### config.mk
export PLATFORM = sky130hd
export DESIGN_NAME = bidir_subst
export DESIGN_NICKNAME = d
export VERILOG_FILES = /design/src/rtl/subst_pkg.sv /design/src/rtl/xor_tap_map.sv /design/src/rtl/gf_inverse.sv /design/src/rtl/fwd_core.sv /design/src/rtl/bidir_subst.sv
export SDC_FILE = /design/constraint.sdc
export NUM_CORES = 1
export LEC_CHECK = 0
export ABC_AREA = 0
export BUFFER_PORTS_ARGS = -buffer_cell sky130_fd_sc_hd__buf_2
export CAP_MARGIN = 20
export CORE_UTILIZATION = 67
export CTS_BUF_LIST = sky130_fd_sc_hd__clkbuf_4 sky130_fd_sc_hd__clkbuf_8 sky130_fd_sc_hd__clkbuf_16
export CTS_CLUSTER_DIAMETER = 50
export DETAILED_ROUTE_END_ITERATION = 8
export PLACE_DENSITY = 0.84
export SLEW_MARGIN = 20
export SYNTH_ARGS = -nofsm -noshare
export SYNTH_HDL_FRONTEND = slang
export SYNTH_HIERARCHICAL = 1
export SYNTH_SLANG_ARGS = --single-unit
### constraint.sdc
create_clock -name clk -period 29.8 [get_ports clk]
set_input_delay 1.49 -clock clk [delete_from_list [all_inputs] [get_ports clk]]
set_output_delay 1.49 -clock clk [all_outputs]
set_load 0.05 [all_outputs]
### src/rtl/subst_pkg.sv
package subst_pkg;
  localparam int unsigned BYTE_W = 8;
  localparam int unsigned IDX_W  = $clog2(BYTE_W);
  typedef logic [BYTE_W-1:0] byte_t;

  localparam byte_t FIELD_RED  = 8'h1B;
  localparam byte_t FWD_CONST  = 8'h63;
  localparam byte_t FWD_TAPS   = 8'b1111_0001;
  localparam byte_t UNAFF_CONST = 8'h05;
  localparam byte_t UNAFF_TAPS = 8'b1010_0100;

  function automatic byte_t gf_mul(input byte_t a, input byte_t b);
    byte_t acc;
    byte_t sh;
    acc = '0;
    sh  = a;
    for (int i = 0; i < BYTE_W; i++) begin
      if (b[i]) acc = acc ^ sh;
      sh = sh[BYTE_W-1] ? byte_t'((sh << 1) ^ FIELD_RED) : byte_t'(sh << 1);
    end
    return acc;
  endfunction
endpackage

### src/rtl/xor_tap_map.sv
module xor_tap_map
  import subst_pkg::*;
#(
  parameter byte_t TAPS  = FWD_TAPS,
  parameter byte_t CONST = FWD_CONST
) (
  input  byte_t din,
  output byte_t dout
);
  always_comb begin
    for (int i = 0; i < BYTE_W; i++) begin
      logic acc;
      acc = CONST[i];
      for (int k = 0; k < BYTE_W; k++) begin
        int unsigned idx;
        idx = (i + k) % BYTE_W;
        if (TAPS[k]) acc = acc ^ din[idx[IDX_W-1:0]];
      end
      dout[i] = acc;
    end
  end
endmodule

### src/rtl/gf_inverse.sv
module gf_inverse
  import subst_pkg::*;
(
  input  byte_t din,
  output byte_t dout
);
  byte_t p2, p3, p6, p12, p15, p30, p60, p120, p240, p252;

  always_comb begin
    p2   = gf_mul(din, din);
    p3   = gf_mul(p2, din);
    p6   = gf_mul(p3, p3);
    p12  = gf_mul(p6, p6);
    p15  = gf_mul(p12, p3);
    p30  = gf_mul(p15, p15);
    p60  = gf_mul(p30, p30);
    p120 = gf_mul(p60, p60);
    p240 = gf_mul(p120, p120);
    p252 = gf_mul(p240, p12);
    dout = gf_mul(p252, p2);
  end
endmodule

### src/rtl/fwd_core.sv
module fwd_core
  import subst_pkg::*;
(
  input  byte_t din,
  output byte_t dout
);
  byte_t inv_b;

  gf_inverse u_inv (.din(din), .dout(inv_b));

  xor_tap_map #(.TAPS(FWD_TAPS), .CONST(FWD_CONST)) u_aff (
    .din(inv_b), .dout(dout)
  );
endmodule

### src/rtl/bidir_subst.sv
module bidir_subst
  import subst_pkg::*;
#(
  parameter bit SHARED = 1'b1
) (
  input  logic       clk,
  input  logic       rst_n,
  input  logic       in_valid,
  output logic       in_ready,
  input  logic       in_inv,
  input  logic [7:0] in_byte,
  output logic       out_valid,
  input  logic       out_ready,
  output logic [7:0] out_byte
);
  byte_t core_in, core_out;

  fwd_core u_core (.din(core_in), .dout(core_out));

  if (SHARED) begin : g_shared
    logic  hold_q;
    byte_t hold_d;
    byte_t ua_in, ua_out;

    assign ua_in = hold_q ? hold_d : in_byte;

    xor_tap_map #(.TAPS(UNAFF_TAPS), .CONST(UNAFF_CONST)) u_ua (
      .din(ua_in), .dout(ua_out)
    );

    assign core_in   = in_inv ? ua_out : in_byte;
    assign in_ready  = !hold_q && out_ready;
    assign out_valid = hold_q || (in_valid && !in_inv);
    assign out_byte  = hold_q ? ua_out : core_out;

    always_ff @(posedge clk or negedge rst_n) begin
      if (!rst_n) begin
        hold_q <= 1'b0;
        hold_d <= '0;
      end else if (!hold_q) begin
        if (in_valid && in_ready && in_inv) begin
          hold_q <= 1'b1;
          hold_d <= core_out;
        end
      end else if (out_ready) begin
        hold_q <= 1'b0;
      end
    end
  end else begin : g_dual
    byte_t pre_out, post_out;

    xor_tap_map #(.TAPS(UNAFF_TAPS), .CONST(UNAFF_CONST)) u_pre (
      .din(in_byte), .dout(pre_out)
    );
    xor_tap_map #(.TAPS(UNAFF_TAPS), .CONST(UNAFF_CONST)) u_post (
      .din(core_out), .dout(post_out)
    );

    assign core_in   = in_inv ? pre_out : in_byte;
    assign out_byte  = in_inv ? post_out : core_out;
    assign out_valid = in_valid;
    assign in_ready  = out_ready;
  end
endmodule

==> impl_metrics.ini, run 1 <==
[timing]
fmax_mhz = 37.7
fin_crit_sh_pct = 89.1
maxSlewViolCount = 0
rsz0062_at_grt = false
hold_violations = 0
skew_ps = 3.95
worst_pin_slew_ps = 1070
fin_tns_setup_ps = 0
setup_viol = 0
relSlewSlack_pct = 28.4
period_needed_ps = 26550

[layout]
diodes = 0
layout-drive-gt1-share_pct = 13.0
area.sequential_um2 = 225
final_common_cell = xnor2_1
multiInputGateArea_um2 = 11400
syn_to_final_growth_pct = 1.88
fillers = 1440
nets = 1477
final_cell_mix = xnor2_1, nand2_1, nor2_1

[yosys]
ys.flop_type = dfrtp_1
synthesis.area_um2 = 12200
yosys_warnings = 6
synth_seq_cells = 9
synthDistinctLibCells = 109
synth_cells = 1498
async_reset_ff_share_pct = 100
postSynthNetCount = 1518
synth_edf_count = 0
yosysSeqAreaShare_pct = 1.84
synth_area_per_cell_um2 = 8.16

[floorplanning]
dieArea_um2 = 18800
io_pins = 23
core.rowCount = 49
die_h_um = 137
die_w_um = 137
coreArea_um2 = 17900
initial_core_util_pct = 68.3

[clock_tree]
cts_tree = yes
htreeDepth = 1
clk_path_buf_depth = 2
postCtsHoldBufs = 0
cts_sinks = 9
post-cts-setup-buffer-count = 0
clock_latency_ps = 250
clk_pin_slew_ps = 50
cts_buffers = 3
clock-root-buffer = clkbuf_16
post_cts_resized = 0

[placement]
place_congestion = 0.915
port_buffers = 22
hpwlAfterDp_um = 22700

[grt]
grt_pass1_vias = 9971
grt_max_degree = 36
grt_pass1_wl_um = 49800
antenna_found_initial = 0
grt_overflow = 0
grt_use_total_pct = 32.8

[critical_path]
crit_top_cell = xnor3_1
r2r_setup_slack_ps = 5460
critPathMaxStageDelay_ps = 890
timing.rr.end = g_shared.hold_d[5]
regToRegStartpoint = g_shared.hold_q
reg2reg_depth = 73
slowest_stage = xnor3_1
path_delay_family = XOR/XNOR gates
critPathKind = input pin to output pin
cp-start-kind = input pin
cp.arrival_ps = 25060
critPathMaxFanout = 28
cp_data_required_time_ps = 28310
cp-end-kind = output pin
path_buf_inv = 10

[route]
totalWireLength_um = 31200
vias = 10800
ant_nets = 0
post_drt_wl_per_cell_um = 18.5
vias_per_cell = 6.41
dr.pass1.iters = 5
drt_iter0_markers = 1085
post-route-drc-count = 0

[hold_path]
whs_path_depth = 1
hold_start = g_shared.hold_d[7]
min_to = g_shared.hold_d[7]
hold_path.class = flop to flop

[status]
status = finished clean

[job]
drv_cap = 0
Yosys cell counts, drive strengths merged (9+ instances only):
master | n | share of area (%)
o21ai | 57 | 2.3
xor2 | 107 | 8.4
dfrtp | 9 | 1.8
o21a | 9 | 0.55
or3 | 15 | 0.81
and3 | 11 | 0.56
buf | 48 | 2.4
nor2b | 22 | 1.1
nor2 | 157 | 5.0
xnor2 | 285 | 23
nand2 | 155 | 4.8
a211oi | 19 | 1.3
inv | 27 | 0.83
and2 | 15 | 0.77
a21oi | 63 | 2.6
mux2 | 40 | 3.7
nand2b | 17 | 0.89
xnor3 | 83 | 15
clkbuf | 47 | 1.5
xor3 | 15 | 3.0
nand3 | 40 | 1.6
a31oi | 10 | 0.56
nor3 | 39 | 1.6
mux2i | 53 | 4.4
o22ai | 9 | 0.46
cell type report:
cell class | count | area share (%)
inverters | 30 | 0.905
repair buffers | 49 | 2.51
well taps | 229 | 2.30
flip-flops and latches | 9 | 1.81
clock buffers | 4 | 0.663
multi-input cells | 1364 | 91.8
per-stage QoR:
step                      util [%]  instance area, um2  instances  setup slack, ps  hold WS (ps)
after global routing          69.5               12400       1685             1730           523
after detailed placement      69.1               12400       1681             3560           490
after global placement        69.1               12400       1681             4510           493
after CTS                     69.5               12400       1685             3450           510
after floorplan                  -               12200       1498             7200           474
final                         69.5               12400       1685             3250           509
logic make-up after synthesis:
group,after synthesis,synth area share [%]
flip-flops,9,1.84
adder cells (fa/ha/maj),7,0.717
multiplexers,93,8.06
AND/OR/NAND/NOR,505,19.5
AO/OA/AOI/OAI,269,15.5
XOR/XNOR,490,49.6
buffers and inverters,125,4.74
worst reg2reg max path, delay by kind of cell (launching register included):
family                     cells  cell delay [ps]
and+or+nand+nor               13             2630
adders and majority gates      7             3240
AOI/OAI and AO/OA              5             1140
DFF                            1              800
xor gates and xnor gates      36            12640
muxes                          4             1590
buffers and inverters          8             2140
layer usage:
metal  global-route usage (%)  routed length, um
met5                        0                  0
met4                     11.3                904
met3                     2.33               1840
met2                     58.5              15400
met1                     41.5              13000
sequential cells by signal (all words and copies together) (netlist names):
signal / cells
g_shared.hold_d: 8
g_shared.hold_q: 1
worst max path at each step:
stage                    start     endpoint  slack, ps  cells past startpoint
floorplan           in_byte[6]  out_byte[5]       7200                     75
global placement    in_byte[6]  out_byte[6]       4510                     75
detailed placement  in_byte[6]  out_byte[6]       3560                     75
CTS                 in_byte[6]  out_byte[5]       3450                     75
global route        in_byte[6]  out_byte[5]       1730                     75
finish              in_byte[6]  out_byte[5]       3250                     75
Power of run 1 is not shown: default switching activity piles up to over one toggle a cycle in this logic, so the estimate is an artifact.
==> run 2: changes to the inputs <==
CORE_MARGIN = 2   (was not set)
==> run 2 against run 1 <==
Largest cell class unchanged. Register-to-register slack got worse by 160 ps. Setup slack worse by 190 ps. Fmax is 0.71% lower. Via count shrank 0.77%. Die area rose by 2.9%. Global-route usage is 2.0 points lower. Sequential share of layout area about the same. Count of clock-buffer cells in the layout stayed put.
==> impl_metrics.ini, run 2 (synthesis results as in run 1) <==
[clock_tree]
clk_pin_slew_ps = 40
cts_sinks = 9
clk_path_buf_depth = 2
clock-root-buffer = clkbuf_16
cts_tree = yes
clock_latency_ps = 230
htreeDepth = 1
postCtsHoldBufs = 0
cts_buffers = 3
post_cts_resized = 0
post-cts-setup-buffer-count = 0

[critical_path]
cp-end-kind = output pin
critPathMaxFanout = 28
critPathKind = input pin to output pin
cp-start-kind = input pin
crit_top_cell = xnor3_1
cp.arrival_ps = 25250
cp_data_required_time_ps = 28310
slowest_stage = xnor3_1
critPathMaxStageDelay_ps = 890

[route]
totalWireLength_um = 31200
ant_nets = 0
post-route-drc-count = 0
vias_per_cell = 6.37
post_drt_wl_per_cell_um = 18.5
drt_iter0_markers = 1193
vias = 10700
dr.pass1.iters = 7

[layout]
final_util_pct = 69.5
diodes = 0
fillers = 1433
final_cell_mix = xnor2_1, nand2_1, nor2_1
syn_to_final_growth_pct = 1.76
nets = 1475
largest-register = g_shared.hold_d
top_regs = g_shared.hold_d: 8 flops, g_shared.hold_q: 1 flops
final_common_cell = xnor2_1
largest_reg_flops = 8
layout-drive-gt1-share_pct = 12.9

[timing]
period_needed_ps = 26740
fin_hold_ws_ps = 513
fin_tns_setup_ps = 0
setup_viol = 0
maxSlewViolCount = 0
worst_pin_slew_ps = 1080
relSlewSlack_pct = 27.5
fmax_mhz = 37.4
fin_crit_sh_pct = 89.7
hold_violations = 0
rsz0062_at_grt = false
skew_ps = 1.26
setup_slack_ps = 3060

[job]
drv_cap = 0

[floorplanning]
coreArea_um2 = 17900
initial_core_util_pct = 68.3
core.rowCount = 49
dieArea_um2 = 19300
die_h_um = 139
io_pins = 23
die_w_um = 139

[status]
status = finished clean

[placement]
place_congestion = 0.939
port_buffers = 22
place_ws_ps = 3580
hpwlAfterDp_um = 22800

[grt]
grt_use_total_pct = 30.8
grt_pass1_wl_um = 50400
antenna_found_initial = 0
grt_pass1_vias = 9930
grt_overflow = 0
grt_max_degree = 36

[hold_path]
hold_path.class = flop to flop
run 2: metrics by stage:
| step | cells | area [um2] |
|---|---|---|
| floorplan | 1498 | 12200 |
| global placement | 1679 | 12400 |
| detailed placement | 1679 | 12400 |
| CTS | 1683 | 12400 |
| global route | 1683 | 12400 |
| finish | 1683 | 12400 |
run 2: critical path: cells and delay by family:
kind            cells  cell delay [ps]
xor+xnor           33            12130
fa+ha+maj           7             3300
simple gates       14             3260
buf+inv             9             2200
mux                 5             1570
compound gates      6             1260
run 2: worst paths after layout:
path | start | end | slack (ps) | cells after the start
hold / removal | g_shared.hold_d[2] | g_shared.hold_d[2] | 510 | 1
max in group asynchronous | rst_n | g_shared.hold_d[0] | 28520 | 1
setup / recovery | in_byte[6] | out_byte[5] | 3060 | 74
hold reg to reg | g_shared.hold_d[2] | g_shared.hold_d[2] | 510 | 1
setup reg to reg | g_shared.hold_q | g_shared.hold_d[5] | 5300 | 72
min in group asynchronous | rst_n | g_shared.hold_d[3] | 1100 | 1
run 2: area by class of cell:
type                            count  area (um2)  area share (%)
Tap cell                          229         287            2.30
Inverter                           30         113           0.906
Clock buffer                        4        82.6           0.664
Timing Repair Buffer               47         298            2.39
Multi-Input combinational cell   1364       11400            91.9
Sequential cell                     9         225            1.81
run 2: layer usage:
| layer | share of wire, % | up-vias | global-route usage, % |
|---|---|---|---|
| met4 | 2.0 | 0 | 8.29 |
| met2 | 49 | 486 | 53.2 |
| met3 | 6.5 | 68 | 2.21 |
| li1 | - | 5111 | - |
| met5 | 0 | - | 0 |
| met1 | 43 | 5053 | 41.8 |
Power of run 2 is left out for the same reason.
